[src/rtl/ppg_pkg.sv]
package ppg_pkg;

    // Output action applied on the next compare match
    typedef enum logic {
        MODE_SET = 1'b0,
        MODE_CLR = 1'b1
    } out_mode_e;

    localparam int unsigned PPG_CNT_W = 16;

    // Width needed to index a table of n entries (at least one bit)
    function automatic int unsigned idx_width(input int unsigned n);
        return (n > 1) ? $clog2(n) : 1;
    endfunction

endpackage

[src/rtl/ppg_prescaler.sv]
module ppg_prescaler #(
    parameter int unsigned DIV = 8
) (
    input  logic clk,
    input  logic rst_n,
    input  logic clear_i,
    input  logic run_i,
    input  logic en_i,
    output logic tick_o
);
    localparam int unsigned PW = (DIV > 1) ? $clog2(DIV) : 1;
    localparam logic [PW-1:0] LAST = PW'(DIV - 1);

    typedef struct packed {
        logic [PW-1:0] cnt;
    } pre_state_t;

    pre_state_t s_d, s_q;

    always_comb begin
        s_d    = s_q;
        tick_o = 1'b0;
        if (clear_i) begin
            s_d.cnt = '0;
        end else if (run_i && en_i) begin
            if (s_q.cnt == LAST) begin
                s_d.cnt = '0;
                tick_o  = 1'b1;
            end else begin
                s_d.cnt = s_q.cnt + 1'b1;
            end
        end
    end

    always_ff @(posedge clk or negedge rst_n) begin
        if (!rst_n) s_q <= '0;
        else        s_q <= s_d;
    end

endmodule

[src/rtl/ppg_timebase.sv]
module ppg_timebase #(
    parameter int unsigned CW = 16
) (
    input  logic          clk,
    input  logic          rst_n,
    input  logic          load_i,
    input  logic          tick_i,
    input  logic [CW-1:0] interval_i,
    output logic [CW-1:0] count_o,
    output logic [CW-1:0] cmp_o,
    output logic          match_o
);
    typedef struct packed {
        logic [CW-1:0] count;
        logic [CW-1:0] cmp;
    } tb_state_t;

    tb_state_t     s_d, s_q;
    logic [CW-1:0] cnt_inc;

    always_comb begin
        s_d     = s_q;
        match_o = 1'b0;
        cnt_inc = s_q.count + 1'b1;
        if (load_i) begin
            // all ones so the first tick lands on compare value zero
            s_d.count = '1;
            s_d.cmp   = '0;
        end else if (tick_i) begin
            s_d.count = cnt_inc;
            if (cnt_inc == s_q.cmp) begin
                match_o = 1'b1;
                s_d.cmp = cnt_inc + interval_i;
            end
        end
    end

    always_ff @(posedge clk or negedge rst_n) begin
        if (!rst_n) s_q <= '0;
        else        s_q <= s_d;
    end

    assign count_o = s_q.count;
    assign cmp_o   = s_q.cmp;

endmodule

[src/rtl/ppg_sequencer.sv]
module ppg_sequencer
    import ppg_pkg::*;
#(
    parameter int unsigned       N         = 4,
    parameter int unsigned       CW        = 16,
    parameter logic [N*CW-1:0]   INTERVALS = {16'd46874, 16'd4688, 16'd6250, 16'd4688},
    localparam int unsigned      IDXW      = idx_width(N)
) (
    input  logic            clk,
    input  logic            rst_n,
    input  logic            load_i,
    input  logic            match_i,
    output logic [CW-1:0]   interval_o,
    output logic            pulse_o,
    output logic [IDXW-1:0] idx_o,
    output logic            wrap_o
);
    localparam logic [IDXW-1:0] LAST_IDX = IDXW'(N - 1);

    typedef struct packed {
        logic [IDXW-1:0] idx;
        out_mode_e       mode;
        logic            pulse;
        logic            wrap;
    } seq_state_t;

    seq_state_t    s_d, s_q;
    logic [CW-1:0] tbl [N];

    // unpack the interval table, entry 0 in the low bits
    for (genvar g = 0; g < N; g++) begin : g_tbl
        assign tbl[g] = INTERVALS[g*CW +: CW];
    end

    always_comb begin
        s_d      = s_q;
        s_d.wrap = 1'b0;
        if (load_i) begin
            s_d.idx   = '0;
            s_d.mode  = MODE_SET;
            s_d.pulse = 1'b0;
        end else if (match_i) begin
            s_d.pulse = (s_q.mode == MODE_SET);
            s_d.mode  = (s_q.mode == MODE_SET) ? MODE_CLR : MODE_SET;
            if (s_q.idx == LAST_IDX) begin
                s_d.idx  = '0;
                s_d.wrap = 1'b1;
            end else begin
                s_d.idx = s_q.idx + 1'b1;
            end
        end
    end

    always_ff @(posedge clk or negedge rst_n) begin
        if (!rst_n) s_q <= '0;
        else        s_q <= s_d;
    end

    assign interval_o = tbl[s_q.idx];
    assign pulse_o    = s_q.pulse;
    assign idx_o      = s_q.idx;
    assign wrap_o     = s_q.wrap;

endmodule

[src/rtl/pulse_pattern_gen.sv]
module pulse_pattern_gen
    import ppg_pkg::*;
#(
    parameter int unsigned     CW        = PPG_CNT_W,
    parameter int unsigned     N         = 4,
    parameter int unsigned     DIV       = 8,
    parameter logic [N*CW-1:0] INTERVALS = {16'd46874, 16'd4688, 16'd6250, 16'd4688},
    localparam int unsigned    IDXW      = idx_width(N)
) (
    input  logic            clk,
    input  logic            rst_n,
    input  logic            en_i,
    input  logic            start_i,
    output logic            pulse_o,
    output logic [IDXW-1:0] edge_idx_o,
    output logic            wrap_o
);
    typedef struct packed {
        logic running;
    } top_state_t;

    top_state_t    s_d, s_q;
    logic          running_q;
    logic          tick_w;
    logic          match_w;
    logic [CW-1:0] count_w;
    logic [CW-1:0] cmp_w;
    logic [CW-1:0] interval_w;

    always_comb begin
        s_d         = s_q;
        s_d.running = s_q.running | start_i;
    end

    always_ff @(posedge clk or negedge rst_n) begin
        if (!rst_n) s_q <= '0;
        else        s_q <= s_d;
    end

    assign running_q = s_q.running;

    ppg_prescaler #(.DIV(DIV)) u_pre (
        .clk     (clk),
        .rst_n   (rst_n),
        .clear_i (start_i),
        .run_i   (running_q),
        .en_i    (en_i),
        .tick_o  (tick_w)
    );

    ppg_timebase #(.CW(CW)) u_tb (
        .clk        (clk),
        .rst_n      (rst_n),
        .load_i     (start_i),
        .tick_i     (tick_w),
        .interval_i (interval_w),
        .count_o    (count_w),
        .cmp_o      (cmp_w),
        .match_o    (match_w)
    );

    ppg_sequencer #(.N(N), .CW(CW), .INTERVALS(INTERVALS)) u_seq (
        .clk        (clk),
        .rst_n      (rst_n),
        .load_i     (start_i),
        .match_i    (match_w),
        .interval_o (interval_w),
        .pulse_o    (pulse_o),
        .idx_o      (edge_idx_o),
        .wrap_o     (wrap_o)
    );

endmodule

[config.mk]
export PLATFORM = sky130hd
export DESIGN_NAME = pulse_pattern_gen
export DESIGN_NICKNAME = d
export VERILOG_FILES = /design/src/rtl/ppg_pkg.sv /design/src/rtl/ppg_prescaler.sv /design/src/rtl/ppg_timebase.sv /design/src/rtl/ppg_sequencer.sv /design/src/rtl/pulse_pattern_gen.sv
export SDC_FILE = /design/constraint.sdc
export NUM_CORES = 1
export LEC_CHECK = 0
export BUFFER_PORTS_ARGS = -buffer_cell sky130_fd_sc_hd__buf_2
export CORE_MARGIN = 2
export CORE_UTILIZATION = 30
export CTS_CLUSTER_DIAMETER = 80
export DETAILED_ROUTE_END_ITERATION = 10
export GPL_TIMING_DRIVEN = 0
export PLACE_DENSITY_LB_ADDON = 0.2
export RECOVER_POWER = 50
export SLEW_MARGIN = 20
export SYNTH_ARGS = -nofsm -noshare
export SYNTH_HDL_FRONTEND = slang
export SYNTH_SLANG_ARGS = --single-unit
[constraint.sdc]
create_clock -name clk -period 4.15 [get_ports clk]
set_clock_uncertainty 0.1 [all_clocks]
set_input_delay 0.6225 -clock clk [delete_from_list [all_inputs] [get_ports clk]]
set_output_delay 0.6225 -clock clk [all_outputs]
set_load 0.02 [all_outputs]
# After elaboration in Yosys (flattened, before gate mapping)
# Cells that the tools add are included.
# classes
n_addsub	4
n_lt_le_gt_ge	1
n_eq_ne	3
muxes	21
n_bitwise	3
n_reduce_logical	6
# op_table
cell	count
two-way mux 32 bit	2
two-way mux 16 bit	3
binary-select mux 16 bit (select 2 bit)	1
adder 16 x 1 -> 16 bit (second input constant)	1
adder 16 bit	1
equality test 16 bit	1
two-way mux 1 bit	9
two-way mux 3 bit	3
nonzero test 2 bit	4
two-way mux 5 bit	1
two-way mux 4 bit	1
adder 3 x 1 -> 3 bit (second input constant)	1
equality test 3 bit (second input constant)	1
greater-or-equal comparator 3 bit (second input constant)	1
inverter 2 -> 3 bit	1
adder 2 x 1 -> 2 bit (second input constant)	1
equality test 2 bit (second input constant)	1
two-way mux 2 bit	1
AND reduction 2 bit	1
logical AND 1 bit	1
inverter 1 bit	1
bitwise OR 1 bit	1
# totals
reg_bits	41
input_bits	4
output_inout_bits	4
elab_cells	46

# Depth between registers and ports, before layout
# logic_depth
word_depth	8
ltp_mapped	13
mapped_depth_nobuf	12

# Cells and area by module
# Synthesis repeated with hierarchy kept, for this count alone.
# unflattened
cells_unflattened	431
hier_area_um2	3880.0
# modules_own_cells
mod	instances	cells_each	area_per_inst_um2	seq_area_each_um2
ppg_timebase	1	380	3357.0	800.8
ppg_sequencer	1	34	314.1	100.1
ppg_prescaler	1	15	177.7	75.1
pulse_pattern_gen	1	2	31.3	25.0

# Worst setup path before layout
# No wires, ideal clock.
# synth_timing
kind	register -> register
start	register u_tb.s_q (netlist bit u_tb.count_o[0])
end	register u_tb.s_q (netlist bit u_tb.cmp_o[15])
setup_ns	0.082
t_arrival_ns	2.940
required_time_ns	3.968
setup_slack_ns	1.028
stages_incl_launch_ff	12
period_less_slack_ns	3.122
path_cell_list	dfrtp_1 -> ha_1 -> nand2_1 -> nor2_1 -> xor2_1 -> ha_1 -> a21o_1 -> a41oi_1 -> o21bai_1 -> a31o_2 -> or4_1 -> a31oi_1
# synth_via
elab_chain_len	5
# synth_lines
item	line_no	source
from (decl)	ppg_timebase.sv:18	tb_state_t s_d, s_q;
from (signal assigned)	ppg_timebase.sv:39	if (!rst_n) s_q <= '0;
from (signal assigned)	ppg_timebase.sv:40	else s_q <= s_d;
adder 16 x 1 -> 16 bit *	ppg_timebase.sv:24	cnt_inc = s_q.count + 1'b1;
adder 16 bit	ppg_timebase.sv:33	s_d.cmp = cnt_inc + interval_i;
two-way mux 16 bit	ppg_timebase.sv:31	if (cnt_inc == s_q.cmp) begin
two-way mux 32 bit	ppg_timebase.sv:29	end else if (tick_i) begin
two-way mux 32 bit	ppg_timebase.sv:25	if (load_i) begin
# Mark *: on every way between the ends. The rest lies on a longest branch, timed or not. The select of a mux whose other input is x is not followed.
# A chain may end at the register's enable or synchronous reset.

# Worst setup path in the final report
# Ends and elaborated chain as after synthesis.

==> results.txt <==
Post-synth EDFFs: 0
PostCTS Resize Cnt: 0
Warnings, synthesis: 0
Syn Nets: 434
Final design utilization: 33.4%
Storage cell area: 1000 um2
Gpl congestion: 0.864
H-tree levels: 2
Detailed Routing Iterations Pass 1: 5
Bufs and invs on worst path: 0
Most common cell in the netlist: dfrtp_1
Maximum fanout along the worst path: 6
Worst slew pin tran: 2.21 ns
Failing checks: capacitance limit, slew limit
Slew margin rel.: -47.6%
Distinct cells, synth: 72
Gate Count Post-Synth: 414
Final Cycle Share: 88.3%
Power Density: 206 nW/um2
Core area: 11900 um2
Reg-to-reg slack, setup: 0.49 ns
M3 GR Usage: 2.44%
CP dominant cell by count: ha_1
Max-cap violations: 1
Crit-path max cell delay: 0.48 ns
P_leak: 1.67 nW
Ys async rst share: 100%
Residual DRC: 0
Syn_area_per_cell: 8.69 um2
Post-DP HPWL: 7600 um
Number of routed nets with antenna violations: 0
Pre-CTS WS: 0.582 ns
Average vias per placed instance: 5.33
Final-report setup violation count: 0
Die Span X: 114 um
Top delay family on crit path: compound AO/OA/AOI/OAI gates
HP Class: reg -> reg
Chip height: 114 um
VDD IR max: 0.115 mV
Port Buf Inserts: 6
Setup Crit Path Kind: reg -> reg
Max Clock Freq: 273 MHz
Final hold vios: 0
Global routing usage on met2: 27.1%
Run status: finished with violations
Clock sinks: 40
Share of cells above drive strength 1: 11.0%
Top-area cell type share of the netlist area: 27.8%
GRT busiest layer: met2
GRT overflow: 0
Final WS setup: 0.488 ns
Crit path cell chain: ha_1 > nand2_1 > nor2_1 > xor2_1 > ha_1 > a21o_1 > a41oi_1 > o21bai_1 > a31o_2 > or4_1 > a31oi_1
Met1 Resource Use GR: 22.7%
Largest area contributor in the netlist: dfrtp_1
Crit path time final: 3.66 ns
Setup TNS: 0 ns
CP Capture Type: register
Hold_buf cts: 0
Clock transition at the registers of the reported paths: 0.06 ns
Antenna violations before repair: 0
Deepest clock path buffer count: 2
Post-Route WL: 9870 um
Die area: 12900 um2
Sequential area share after synthesis: 27.8%
RSZ-0062 raised after global routing: no
Slew Limit Fails: 41
Largest cells by area after synthesis: dfrtp_1 28%, xnor2_1 7.5%, ha_1 5.6%
Overall Power: 0.814 mW
CTS Root Cell: clkbuf_16
Number of top-level pins: 8
Synthesized cell area: 3600 um2
Antenna diodes: 0
Initial drt markers: 175
First-pass GRT wire length: 16700 um
Routed len/inst: 17.2 um
Max stage delay cell, worst path: dfrtp_1
Area grow syn2layout: 10.0%
Initial Utilization: 30.3%
Fill count: 1219
Synth cell count leaders: 40 x dfrtp_1, 38 x nand2_1, 31 x nor2_1, 31 x xnor2_1, 18 x xor2_1
Vias in the first global route: 3176
CTS tree: yes
Crit path required time: 4.25 ns
Startpoint Class: register
Cts bufs inserted: 5
Worst EP arrival: 3.76 ns
#FFs+latches synth: 40
Aggregate global-route resource usage: 16.7%
Core Rows: 40
Worst-Skew Late Latency: 0.29 ns
Largest net degree at the start of global routing: 41
Nets: 447
Setup Buffers After CTS: 0
Multi-input logic area: 2440 um2
Vias: 3065
Top FF cell, synth: dfrtp_1
[metal layers]
| layer | part of all wire (%) | vias to the layer above |
|---|---|---|
| li1 | - | 1526 |
| met1 | 47 | 1449 |
| met2 | 47 | 72 |
| met3 | 3.9 | 18 |
| met4 | 2.5 | 0 |
| met5 | 0 | - |
[sequential cells by signal, indices dropped and copies added, names as in the netlist]
name	flops
running_q	1
u_pre.s_q	3
u_seq.idx_o	2
u_seq.s_q	1
u_seq.wrap_o	1
u_tb.cmp_o	16
u_tb.count_o	16
[worst paths after layout]
check,startpoint,to,cells past startpoint
worst min-delay path,u_tb.cmp_o[0],u_tb.cmp_o[0],1
max in group asynchronous,rst_n,u_pre.s_q[2],1
worst max-delay path,u_tb.count_o[0],u_tb.cmp_o[15],11
min in group asynchronous,rst_n,u_seq.idx_o[1],1
worst max register to register,u_tb.count_o[0],u_tb.cmp_o[15],11
worst min register to register,u_tb.cmp_o[0],u_tb.cmp_o[0],1
[cell type report]
| class | instances | share of cell area, % |
|---|---|---|
| clock buffers | 6 | 3.51 |
| well taps | 147 | 4.64 |
| flip-flops and latches | 40 | 25.3 |
| multi-input cells | 341 | 61.6 |
| repair buffers | 6 | 0.695 |
| clock inverters | 2 | 0.253 |
| inverters | 11 | 1.04 |
| plain buffers | 22 | 2.94 |
[placed cells by master (no fill, tap or decap), drive strengths merged, types with 16 or more instances in the layout]
cell | synthesis | final
nand2 | 38 | 38
nand3 | 19 | 19
xnor2 | 31 | 31
xor2 | 18 | 18
ha | 16 | 16
dfrtp | 40 | 40
buf | 13 | 17
nor2 | 34 | 34
clkbuf | 9 | 17
[logic make-up after synthesis]
family | after synthesis | share of synthesized area, %
DFF | 40 | 27.8
AOI/OAI and AO/OA | 83 | 16.8
buffers and inverters | 33 | 4.38
muxes | 17 | 4.80
xor gates and xnor gates | 50 | 12.5
and+or+nand+nor | 175 | 28.2
adders and majority gates | 16 | 5.56
[report_power, final]
| group | internal [mW] | switching, mW | leakage, nW |
|---|---|---|---|
| clock network | 0.237 | 0.156 | 0.0766 |
| logic | 0.00608 | 0.0221 | 1.12 |
| registers | 0.392 | 0.00109 | 0.469 |
[per-stage QoR]
step / instances / hold WS, ns / instance area, um2
after CTS: 575 / 0.420 / 3960
after global routing: 575 / 0.486 / 3960
final: 575 / 0.426 / 3960
after global placement: 567 / 0.400 / 3810
after detailed placement: 567 / 0.416 / 3810
after floorplan: 414 / 0.227 / 3600
No activity file was read; power rests on OpenSTA's default activity.
